===== src/rtl/dasm_pkg.sv =====
package dasm_pkg;

  // An element is enabled only while both of its active-low controls are low.
  function automatic logic strobe_hit(input logic strobe_n, input logic en_n);
    return !(strobe_n | en_n);
  endfunction

  // Lowest bit position of nibble idx in a word of w-bit nibbles.
  function automatic int unsigned nib_base(input int unsigned idx, input int unsigned w);
    return idx * w;
  endfunction

endpackage


===== src/rtl/dasm_nibble_cell.sv =====
module dasm_nibble_cell #(
  parameter int unsigned NIB_W = 4
) (
  input  logic             clk,
  input  logic             rst,
  input  logic             wr_n,
  input  logic             sel_n,
  input  logic [NIB_W-1:0] din,
  output logic [NIB_W-1:0] view,
  output logic             hit
);
  import dasm_pkg::*;

  logic [NIB_W-1:0] held_q;

  assign hit  = strobe_hit(wr_n, sel_n);
  assign view = hit ? din : held_q;

  always_ff @(posedge clk) begin
    if (rst)      held_q <= '0;
    else if (hit) held_q <= din;
  end


  nib_hold_chk: assert property (@(posedge clk) disable iff (rst)
    !hit |=> held_q == $past(held_q));


  nib_capture_chk: assert property (@(posedge clk) disable iff (rst)
    hit |=> held_q == $past(din));

endmodule


===== src/rtl/dasm_out_stage.sv =====
module dasm_out_stage #(
  parameter int unsigned WORD_W = 12
) (
  input  logic              clk,
  input  logic              rst,
  input  logic              wr_n,
  input  logic              load_n,
  input  logic [WORD_W-1:0] staged,
  output logic [WORD_W-1:0] code_out,
  output logic              ld_hit
);
  import dasm_pkg::*;

  logic [WORD_W-1:0] code_q;

  assign ld_hit   = strobe_hit(wr_n, load_n);
  assign code_out = ld_hit ? staged : code_q;

  always_ff @(posedge clk) begin
    if (rst)         code_q <= '0;
    else if (ld_hit) code_q <= staged;
  end


  out_load_chk: assert property (@(posedge clk) disable iff (rst)
    ld_hit |=> code_q == $past(staged));


  out_hold_chk: assert property (@(posedge clk) disable iff (rst)
    !ld_hit |=> $stable(code_q));


  out_reset_chk: assert property (@(posedge clk)
    rst |=> code_q == '0);

endmodule


===== src/rtl/dac_word_assembler.sv =====
module dac_word_assembler #(
  parameter int unsigned NIB_W = 4,
  parameter int unsigned NIB_N = 3,
  localparam int unsigned WORD_W = NIB_W * NIB_N
) (
  input  logic              clk,
  input  logic              rst,
  input  logic [WORD_W-1:0] data_in,
  input  logic              wr_n,
  input  logic [NIB_N-1:0]  nib_sel_n,
  input  logic              load_n,
  output logic [WORD_W-1:0] code_out,
  output logic [WORD_W-1:0] staged_word
);
  import dasm_pkg::*;

  logic [NIB_N-1:0] nib_hit;
  logic             ld_hit;

  // select bit i governs the i-th nibble counted from the least significant end
  for (genvar gi = 0; gi < NIB_N; gi++) begin : g_nib
    localparam int unsigned LO = nib_base(gi, NIB_W);
    dasm_nibble_cell #(.NIB_W(NIB_W)) u_cell (
      .clk   (clk),
      .rst   (rst),
      .wr_n  (wr_n),
      .sel_n (nib_sel_n[gi]),
      .din   (data_in[LO +: NIB_W]),
      .view  (staged_word[LO +: NIB_W]),
      .hit   (nib_hit[gi])
    );


    last_nibble_chk: assert property (@(posedge clk) disable iff (rst)
      (nib_hit[gi] && ld_hit) |-> code_out[LO +: NIB_W] == data_in[LO +: NIB_W]);
  end

  dasm_out_stage #(.WORD_W(WORD_W)) u_out (
    .clk      (clk),
    .rst      (rst),
    .wr_n     (wr_n),
    .load_n   (load_n),
    .staged   (staged_word),
    .code_out (code_out),
    .ld_hit   (ld_hit)
  );


  idle_stable_chk: assert property (@(posedge clk) disable iff (rst)
    wr_n ##1 wr_n |-> ($stable(code_out) && $stable(staged_word)));


  pass_through_chk: assert property (@(posedge clk) disable iff (rst)
    (!wr_n && nib_sel_n == '0 && !load_n) |-> code_out == data_in);

endmodule


===== config.mk =====
export PLATFORM = sky130hd
export DESIGN_NAME = dac_word_assembler
export DESIGN_NICKNAME = d
export VERILOG_FILES = /design/src/rtl/dasm_pkg.sv /design/src/rtl/dasm_nibble_cell.sv /design/src/rtl/dasm_out_stage.sv /design/src/rtl/dac_word_assembler.sv
export SDC_FILE = /design/constraint.sdc
export NUM_CORES = 1
export LEC_CHECK = 0
export BUFFER_PORTS_ARGS = -buffer_cell sky130_fd_sc_hd__buf_4
export CAP_MARGIN = 10
export CORE_MARGIN = 3
export CORE_UTILIZATION = 45
export CTS_BUF_LIST = sky130_fd_sc_hd__clkbuf_8
export DETAILED_ROUTE_END_ITERATION = 16
export GPL_ROUTABILITY_DRIVEN = 0
export PLACE_DENSITY = 0.71
export SETUP_SLACK_MARGIN = 0.1
export SLEW_MARGIN = 20
export SYNTH_ARGS = -nofsm -noshare
export SYNTH_HDL_FRONTEND = slang
export SYNTH_SLANG_ARGS = --single-unit

===== constraint.sdc =====
create_clock -name clk -period 0.9 [get_ports clk]
set_input_delay 0.045 -clock clk [delete_from_list [all_inputs] [get_ports clk]]
set_output_delay 0.045 -clock clk [all_outputs]
set_load 0.01 [all_outputs]

After elaboration in Yosys (flattened, before gate mapping) --
Cells that the tools add are included.
Operators by class: muxes and demuxes 4, bitwise gates (word level) 4
Operators with widths (count):
- $mux W12 | 1
- $mux W4 | 3
- $or A1 B1 Y1 | 4
Storage, ports and cells: register bits after elaboration 24, input bits 19, output and inout port bits 24, logic and storage cells 12

Logic depth before layout (Yosys ltp) --
Gate-level depths: netlist (run 1).
depth after elaboration 3, depth in mapped cells 4, gate-level depth less buffers 2

Cells and area by module --
From an unflattened synthesis (run 1), not the netlist that was laid out.
Second synthesis, totals: cells, all modules 129, area total of the unflattened synthesis 1064.8 um^2
By module, submodules not included:
- dasm_out_stage | times used 1, cells each 66, area an instance 543.0 um^2, seq. area each 240.2 um^2
- dasm_nibble_cell | times used 3, cells each 21, area an instance 173.9 um^2, seq. area each 80.1 um^2

Least setup slack after synthesis (run 1) --
No wires, ideal clock.
kind in2reg, from in wr_n, to reg g_nib[2].u_cell.held_q[0], setup time 0.070 ns, arrival 0.762 ns, required time 0.830 ns, slack 0.067 ns, stages 4, buffers on the path 2, path through buf_6 buf_6 or3b_1 a21oi_1
Between the ends: cells in the longest elaborated chain, start to end 2
Ends and longest elaborated chain:
- start, declared | line dac_word_assembler.sv:9 | input logic wr_n,
- $or A1 B1 Y1 | line dasm_pkg.sv:5 | return !(strobe_n | en_n);
- $mux W4
- end signal, assigned | line dasm_nibble_cell.sv:21 | else if (hit) held_q <= din;
- end, declared | line dasm_nibble_cell.sv:14 | logic [NIB_W-1:0] held_q;
No other way between the ends. A chain may end at the register's enable or synchronous reset.

Worst setup path in the final report (run 1) --
from reg g_nib[1].u_cell.held_q[3], to out code_out[7]
Between the ends: cells in the longest elaborated chain, start to end 2
Ends and longest elaborated chain:
- start, declared | line dasm_nibble_cell.sv:14
- start signal, assigned | line dasm_nibble_cell.sv:21
- $mux W4 | line dasm_nibble_cell.sv:17 | assign view = hit ? din : held_q;
- $mux W12
- end, declared | line dac_word_assembler.sv:12 | output logic [WORD_W-1:0] code_out,
No other way between the ends.

==> results of run 1 <==
-- power by group --
part	switching, W	internal, W	total (W)	leakage (nW)
clock network	0.000351	0.000300	0.000651	0.0216
registers	0.0000290	0.00113	0.00115	0.202
logic	0.000399	0.000529	0.000928	0.718
-- metrics by stage --
stage                     total power, W  instances  TNS (ns)
after global placement           0.00173        198     -8.80
after floorplan                  0.00150        133         0
after global routing             0.00285        233     -5.13
final                            0.00273        233     -3.70
after CTS                        0.00261        227     -2.77
after detailed placement         0.00175        198     -9.96
-- path summary, 6_finish.rpt --
| check | to | slack (ns) | depth (start not counted) |
|---|---|---|---|
| max | code_out[7] | -0.22 | 3 |
| min | g_nib[2].u_cell.held_q[1]$_SDFF_PP0_ | 0.14 | 2 |
| max reg2reg | u_out.code_q[8]$_SDFF_PP0_ | -0.14 | 4 |
| min reg2reg | g_nib[1].u_cell.held_q[0]$_SDFF_PP0_ | 0.49 | 2 |
-- synth_stat cells (all sizes together) --
cell,count,share of area
a21oi,24,0.099
o21ba,12,0.099
nand2,12,0.037
nor2,1,0.0031
o21ai,12,0.049
a211oi,12,0.074
clkbuf,3,0.0092
mux2i,12,0.099
buf,9,0.051
dfxtp,24,0.39
or3b,12,0.086
-- cell type report --
cell class,count,area (µm²),area share
repair buffers,79,747,0.344
clock buffers,3,41.3,0.0190
multi-input cells,97,847,0.390
flip-flops and latches,24,497,0.229
well taps,30,37.5,0.0173
-- logic make-up (layout without fill, tap and decap cells) --
family	Yosys count	count (layout)
AO/OA/AOI/OAI	60	60
buffers and inverters	12	82
flip-flops	24	24
multiplexers	12	12
AND/OR/NAND/NOR	25	25
-- flip-flops by register name, summed over array words and instances, names as in the netlist --
signal / cells
g_nib.u_cell.held_q: 12
u_out.code_q: 12
-- per-layer routing --
metal,GRT usage,vias up
li1,-,634
met1,0.261,637
met2,0.385,38
met4,0.0861,0
met5,0,-
met3,0.0445,11
-- critical path, stage by stage, from the launching register on --
cell	delay [ns]
dfxtp_2	0.34
mux2i_1	0.19
a21oi_1	0.10
buf_4	0.17
-- repair_timing --
| action | CTS | global route |
|---|---|---|
| setup endpoints to repair | 36 | 37 |
| gates cloned | 3 | 0 |
| setup buffers | 23 | 6 |
| gates resized for setup | 67 | 28 |
| pin swaps | 13 | 14 |
| endpoints found under the hold margin | 0 | 0 |
==> results by group, run 1 <==
GRT
  • GRT Total Usage: 0.220
  • Initial antenna violation count: 0
  • First-pass GRT wire length: 5.78 mm
  • Pin count of the biggest net entering global routing: 25
  • GR Overflow Total: 0
  • Vias in the first global route: 1273

Yosys
  • Yosys warning count: 0
  • Syn Inst Count: 133
  • Register area share after synthesis: 0.394
  • Synth Area in Simple Gates: 0.126
  • Avg Cell Area, Syn: 9.16 µm²
  • Flops & latches, synth: 24
  • Post-Synth XOR/XNOR Area: 0
  • Post-synth cell types: 14
  • Largest family of logic cells by synthesized area: compound AO/OA/AOI/OAI gates
  • Mapped Area: 1220 µm²
  • Post-Syn Nets: 152
  • Multiplexer area fraction after synthesis: 0.0986
  • Synth Area in Compound Gates: 0.320
  • Adder-cell share of the synthesized area: 0

Die
  • Row Count: 18
  • Die W: 58.0 µm
  • Starting Density: 0.483
  • Die H: 58.0 µm
  • DIE AREA: 3370 µm²
  • I/O pins: 43
  • Core area: 2520 µm²

Layout
  • Most frequent cells in the layout: buf_4, a21oi_1, buf_6, dfxtp_2
  • Layout cell share with drive strength beyond 1: 0.714
  • # diodes: 0
  • Layout Nets: 224
  • Filler instances: 127
  • Area grow syn2layout: 78.0%
  • Commonest non-fill, non-tap cell in the layout: buf_4
  • Post-Layout Inst Area: 2170 µm²
  • Final Util: 0.860

Placement
  • PortBufs: 42
  • Pre-CTS setup slack: -0.383 ns
  • Placed cell areas: 1540 µm²
  • Dpl hpwl: 1.98 mm

Routing
  • Metal3 WL: 189 µm
  • DRT Pass-1 Iters: 4
  • Top sig layer: met4
  • DR vias/cell: 5.67
  • Post-Route M1 WL: 1.72 mm
  • Routed vias: 1320
  • Detailed Route WL: 4.17 mm
  • Post-DRT Antenna Nets: 0
  • Drt drc: 0
  • Met2 wire len: 2.18 mm
  • Wire per inst: 17.9 µm
  • 1st-iter DRT viols: 43

STA
  • Hold slack: 0.140 ns
  • Final setup margin: -0.220 ns
  • Final Hold Fails: 0
  • Max_slew headroom: 0.608
  • Max Clock Freq: 0.893 GHz
  • Period utilization: 1.24
  • Max Slew Vio Count: 0
  • Actual slew at the worst max-slew pin: 0.587 ns
  • RSZ-0062 raised after global routing: true
  • Fin Clk Skew: 0.00618 ns
  • Shortest period the worst path allows: 1.12 ns
  • Final setup fails: 31

Clock tree
  • Clk_lat worst skew: 0.27 ns
  • H-tree depth: 1
  • Clock Tree Buf Depth: 2
  • CTS sink cnt: 24
  • Clock Pin Slew Worst Setup and Hold Paths: 0.09 ns
  • Hold-fix buffer count after cts: 0
  • Num CTS Buffers: 3
  • Root buf cell: clkbuf_8
  • CTS tree: built

Worst setup path
  • Critical path type: flip-flop to primary output
  • CP required: 0.85 ns
  • Worst-path fanout max: 2
  • Critical path endpoint category: primary output
  • Arrival time worst endpoint: 1.08 ns
  • Worst setup SP type: flip-flop
  • Critical R2R Launch: g_nib[2].u_cell.held_q[0]$_SDFF_PP0_
  • CP startpoint: g_nib[1].u_cell.held_q[3]$_SDFF_PP0_

Power and ir drop
  • Pleak: 0.942 nW
  • Maximum vdd drop: 1.01 mV
  • Power Density: 1260 nW/µm²

Outcome
  • Outcome: complete, but fails checks
  • Failing checks: setup timing

Hold path
  • HP Class: input pin to flip-flop
  • Hold_sp: rst

Run
  • Max Cap Violations: 0
Power figures use the tool's default switching activity.
==> run 2, diff against run 1 <==
- BUFFER_PORTS_ARGS: -buffer_cell sky130_fd_sc_hd__buf_4 -> not set
- DONT_BUFFER_PORTS: not set -> 1
- PLACE_DENSITY: 0.71 -> 0.58
==> run 2 against run 1 <==
Against the previous run:
- the run ends with hold timing, setup timing left
- global-route usage down 3.5 points
- final cell count fell by 26%
- sequential share of layout area rose by 4.1 points
- combinational power down 32%
- die area is the same
- critical endpoint is now code_out[9]
- routed wire length is 23% lower
- total power shrank 7.5%
- highest routed layer unchanged
- flip-flop and latch count unchanged
- non-clock buffer count is 62 lower
==> results by group, run 2 (synthesis results as in run 1) <==
Outcome
  • Outcome: complete, but fails checks
  • Failing checks: hold timing, setup timing

Hold path
  • Hold_sp: rst
  • HP Class: input pin to flip-flop

Layout
  • Area grow syn2layout: 52.0%
  • Most frequent cells in the layout: dfxtp_2, buf_4, mux2i_4
  • Biggest regs: g_nib.u_cell.held_q: 12 flops, u_out.code_q: 12 flops
  • # diodes: 0
  • Layout Nets: 162
  • Layout cell share with drive strength beyond 1: 0.796
  • Final Util: 0.734
  • Commonest non-fill, non-tap cell in the layout: dfxtp_2
  • Filler instances: 176

Power and ir drop
  • Power Density: 1370 nW/µm²
  • Sw Ratio: 0.260
  • Clk network pwr share: 0.289
  • Combinational share of power: 0.250
  • Maximum vdd drop: 0.878 mV
  • Pleak: 0.624 nW
  • Part of the power in registers: 0.460
  • Int Pwr: 0.00187 W
  • Net Sw Power: 0.000657 W

Placement
  • Dpl hpwl: 1.67 mm
  • Pre-CTS setup slack: 0.114 ns
  • PortBufs: 0

Die
  • Row Count: 18
  • DIE AREA: 3370 µm²
  • Die H: 58.0 µm
  • I/O pins: 43
  • Starting Density: 0.483
  • Die W: 58.0 µm
  • Core area: 2520 µm²

GRT
  • Initial antenna violation count: 0
  • GR Overflow Total: 0
  • First-pass GRT wire length: 4.84 mm
  • GRT Total Usage: 0.184
  • Pin count of the biggest net entering global routing: 38
  • Vias in the first global route: 1046

Clock tree
  • Num CTS Buffers: 3
  • Clk_lat worst skew: 0.26 ns
  • H-tree depth: 1
  • CTS sink cnt: 24
  • Root buf cell: clkbuf_8
  • Clock Tree Buf Depth: 2
  • CTS tree: built
  • Clock Pin Slew Worst Setup and Hold Paths: 0.08 ns

STA
  • Max_slew headroom: 0.811
  • Final Hold Fails: 24
  • Period utilization: 1.07
  • Final setup margin: -0.0650 ns
  • Shortest period the worst path allows: 0.965 ns
  • Max Slew Vio Count: 0
  • RSZ-0062 raised after global routing: true
  • Max Clock Freq: 1.04 GHz
  • Fin Clk Skew: 0.000858 ns
  • Final setup fails: 13
  • Hold slack: -0.172 ns
  • Actual slew at the worst max-slew pin: 0.283 ns

Worst setup path
  • Critical path type: flip-flop to primary output
  • Worst setup SP type: flip-flop
  • CP required: 0.85 ns
  • Critical path endpoint category: primary output
  • CP startpoint: u_out.code_q[9]$_SDFF_PP0_
  • Critical R2R Launch: g_nib[2].u_cell.held_q[1]$_SDFF_PP0_
  • Arrival time worst endpoint: 0.92 ns
  • Worst-path fanout max: 2

Routing
  • Detailed Route WL: 3.19 mm
  • Drt drc: 0
  • Routed vias: 1051
  • Post-DRT Antenna Nets: 0
  • 1st-iter DRT viols: 45
  • DR vias/cell: 6.11
  • DRT Pass-1 Iters: 4
  • Wire per inst: 18.6 µm

Run
  • Max Cap Violations: 0
## run 2: cell count changes in the layout (fill, tap and decap cells not counted), moves of 8 or more
cell      previous run  this run
a211oi_1            11         2
buf_6               15         4
mux2i_4              2        12
buf_4               58        13
a211oi_2             1        10
a21oi_4              0        10
a21oi_1             20        11
or3b_4               8         0
## run 2: area by class of cell
cell class,count,area (µm²),area share
Multi-Input combinational cell,97,1120,0.603
Sequential cell,24,500,0.270
Timing Repair Buffer,17,143,0.0770
Clock buffer,4,55.1,0.0297
Tap cell,30,37.5,0.0203
## run 2: worst paths after layout
| check | endpoint | slack [ns] | depth (start not counted) |
|---|---|---|---|
| max reg2reg | u_out.code_q[9]$_SDFF_PP0_ | -0.01 | 3 |
| min | g_nib[1].u_cell.held_q[3]$_SDFF_PP0_ | -0.17 | 1 |
| max | code_out[9] | -0.06 | 2 |
| min reg2reg | g_nib[0].u_cell.held_q[0]$_SDFF_PP0_ | 0.50 | 2 |
## run 2: repair_timing
action	in CTS	in global routing
hold endpoints to repair	24	24
pin swaps	25	10
setup buffers	13	2
setup endpoints to repair	25	37
gates resized for setup	93	27
## run 2: through the flow
stage / cells / instance area, µm² / setup TNS [ns] / power, W
CTS: 170 / 1720 / -0.375 / 0.00247
floorplan: 133 / 1220 / 0 / 0.00150
finish: 172 / 1850 / -0.447 / 0.00253
global placement: 153 / 1200 / 0 / 0.00147
global route: 172 / 1850 / -0.961 / 0.00264
detailed placement: 153 / 1200 / 0 / 0.00148
## run 2: power groups by stage
stage	Clock, W	Sequential, W	Combinational [W]
after floorplan	0	0.00116	0.000345
after global placement	0	0.00116	0.000314
after detailed placement	0	0.00116	0.000320
after CTS	0.000755	0.00116	0.000560
after global routing	0.000801	0.00117	0.000674
final	0.000731	0.00116	0.000633
## run 2: routing by layer
layer,up-vias,wire length [µm],GRT usage
li1,512,-,-
met1,510,1220,0.222
met2,23,1760,0.319
met3,6,149,0.0445
met4,0,66,0.0629
met5,-,0,0
## run 2: critical path, cell delays in order, from the launching register on
cell,delay (ns)
dfxtp_2,0.33
o21ba_4,0.17
a21oi_4,0.16
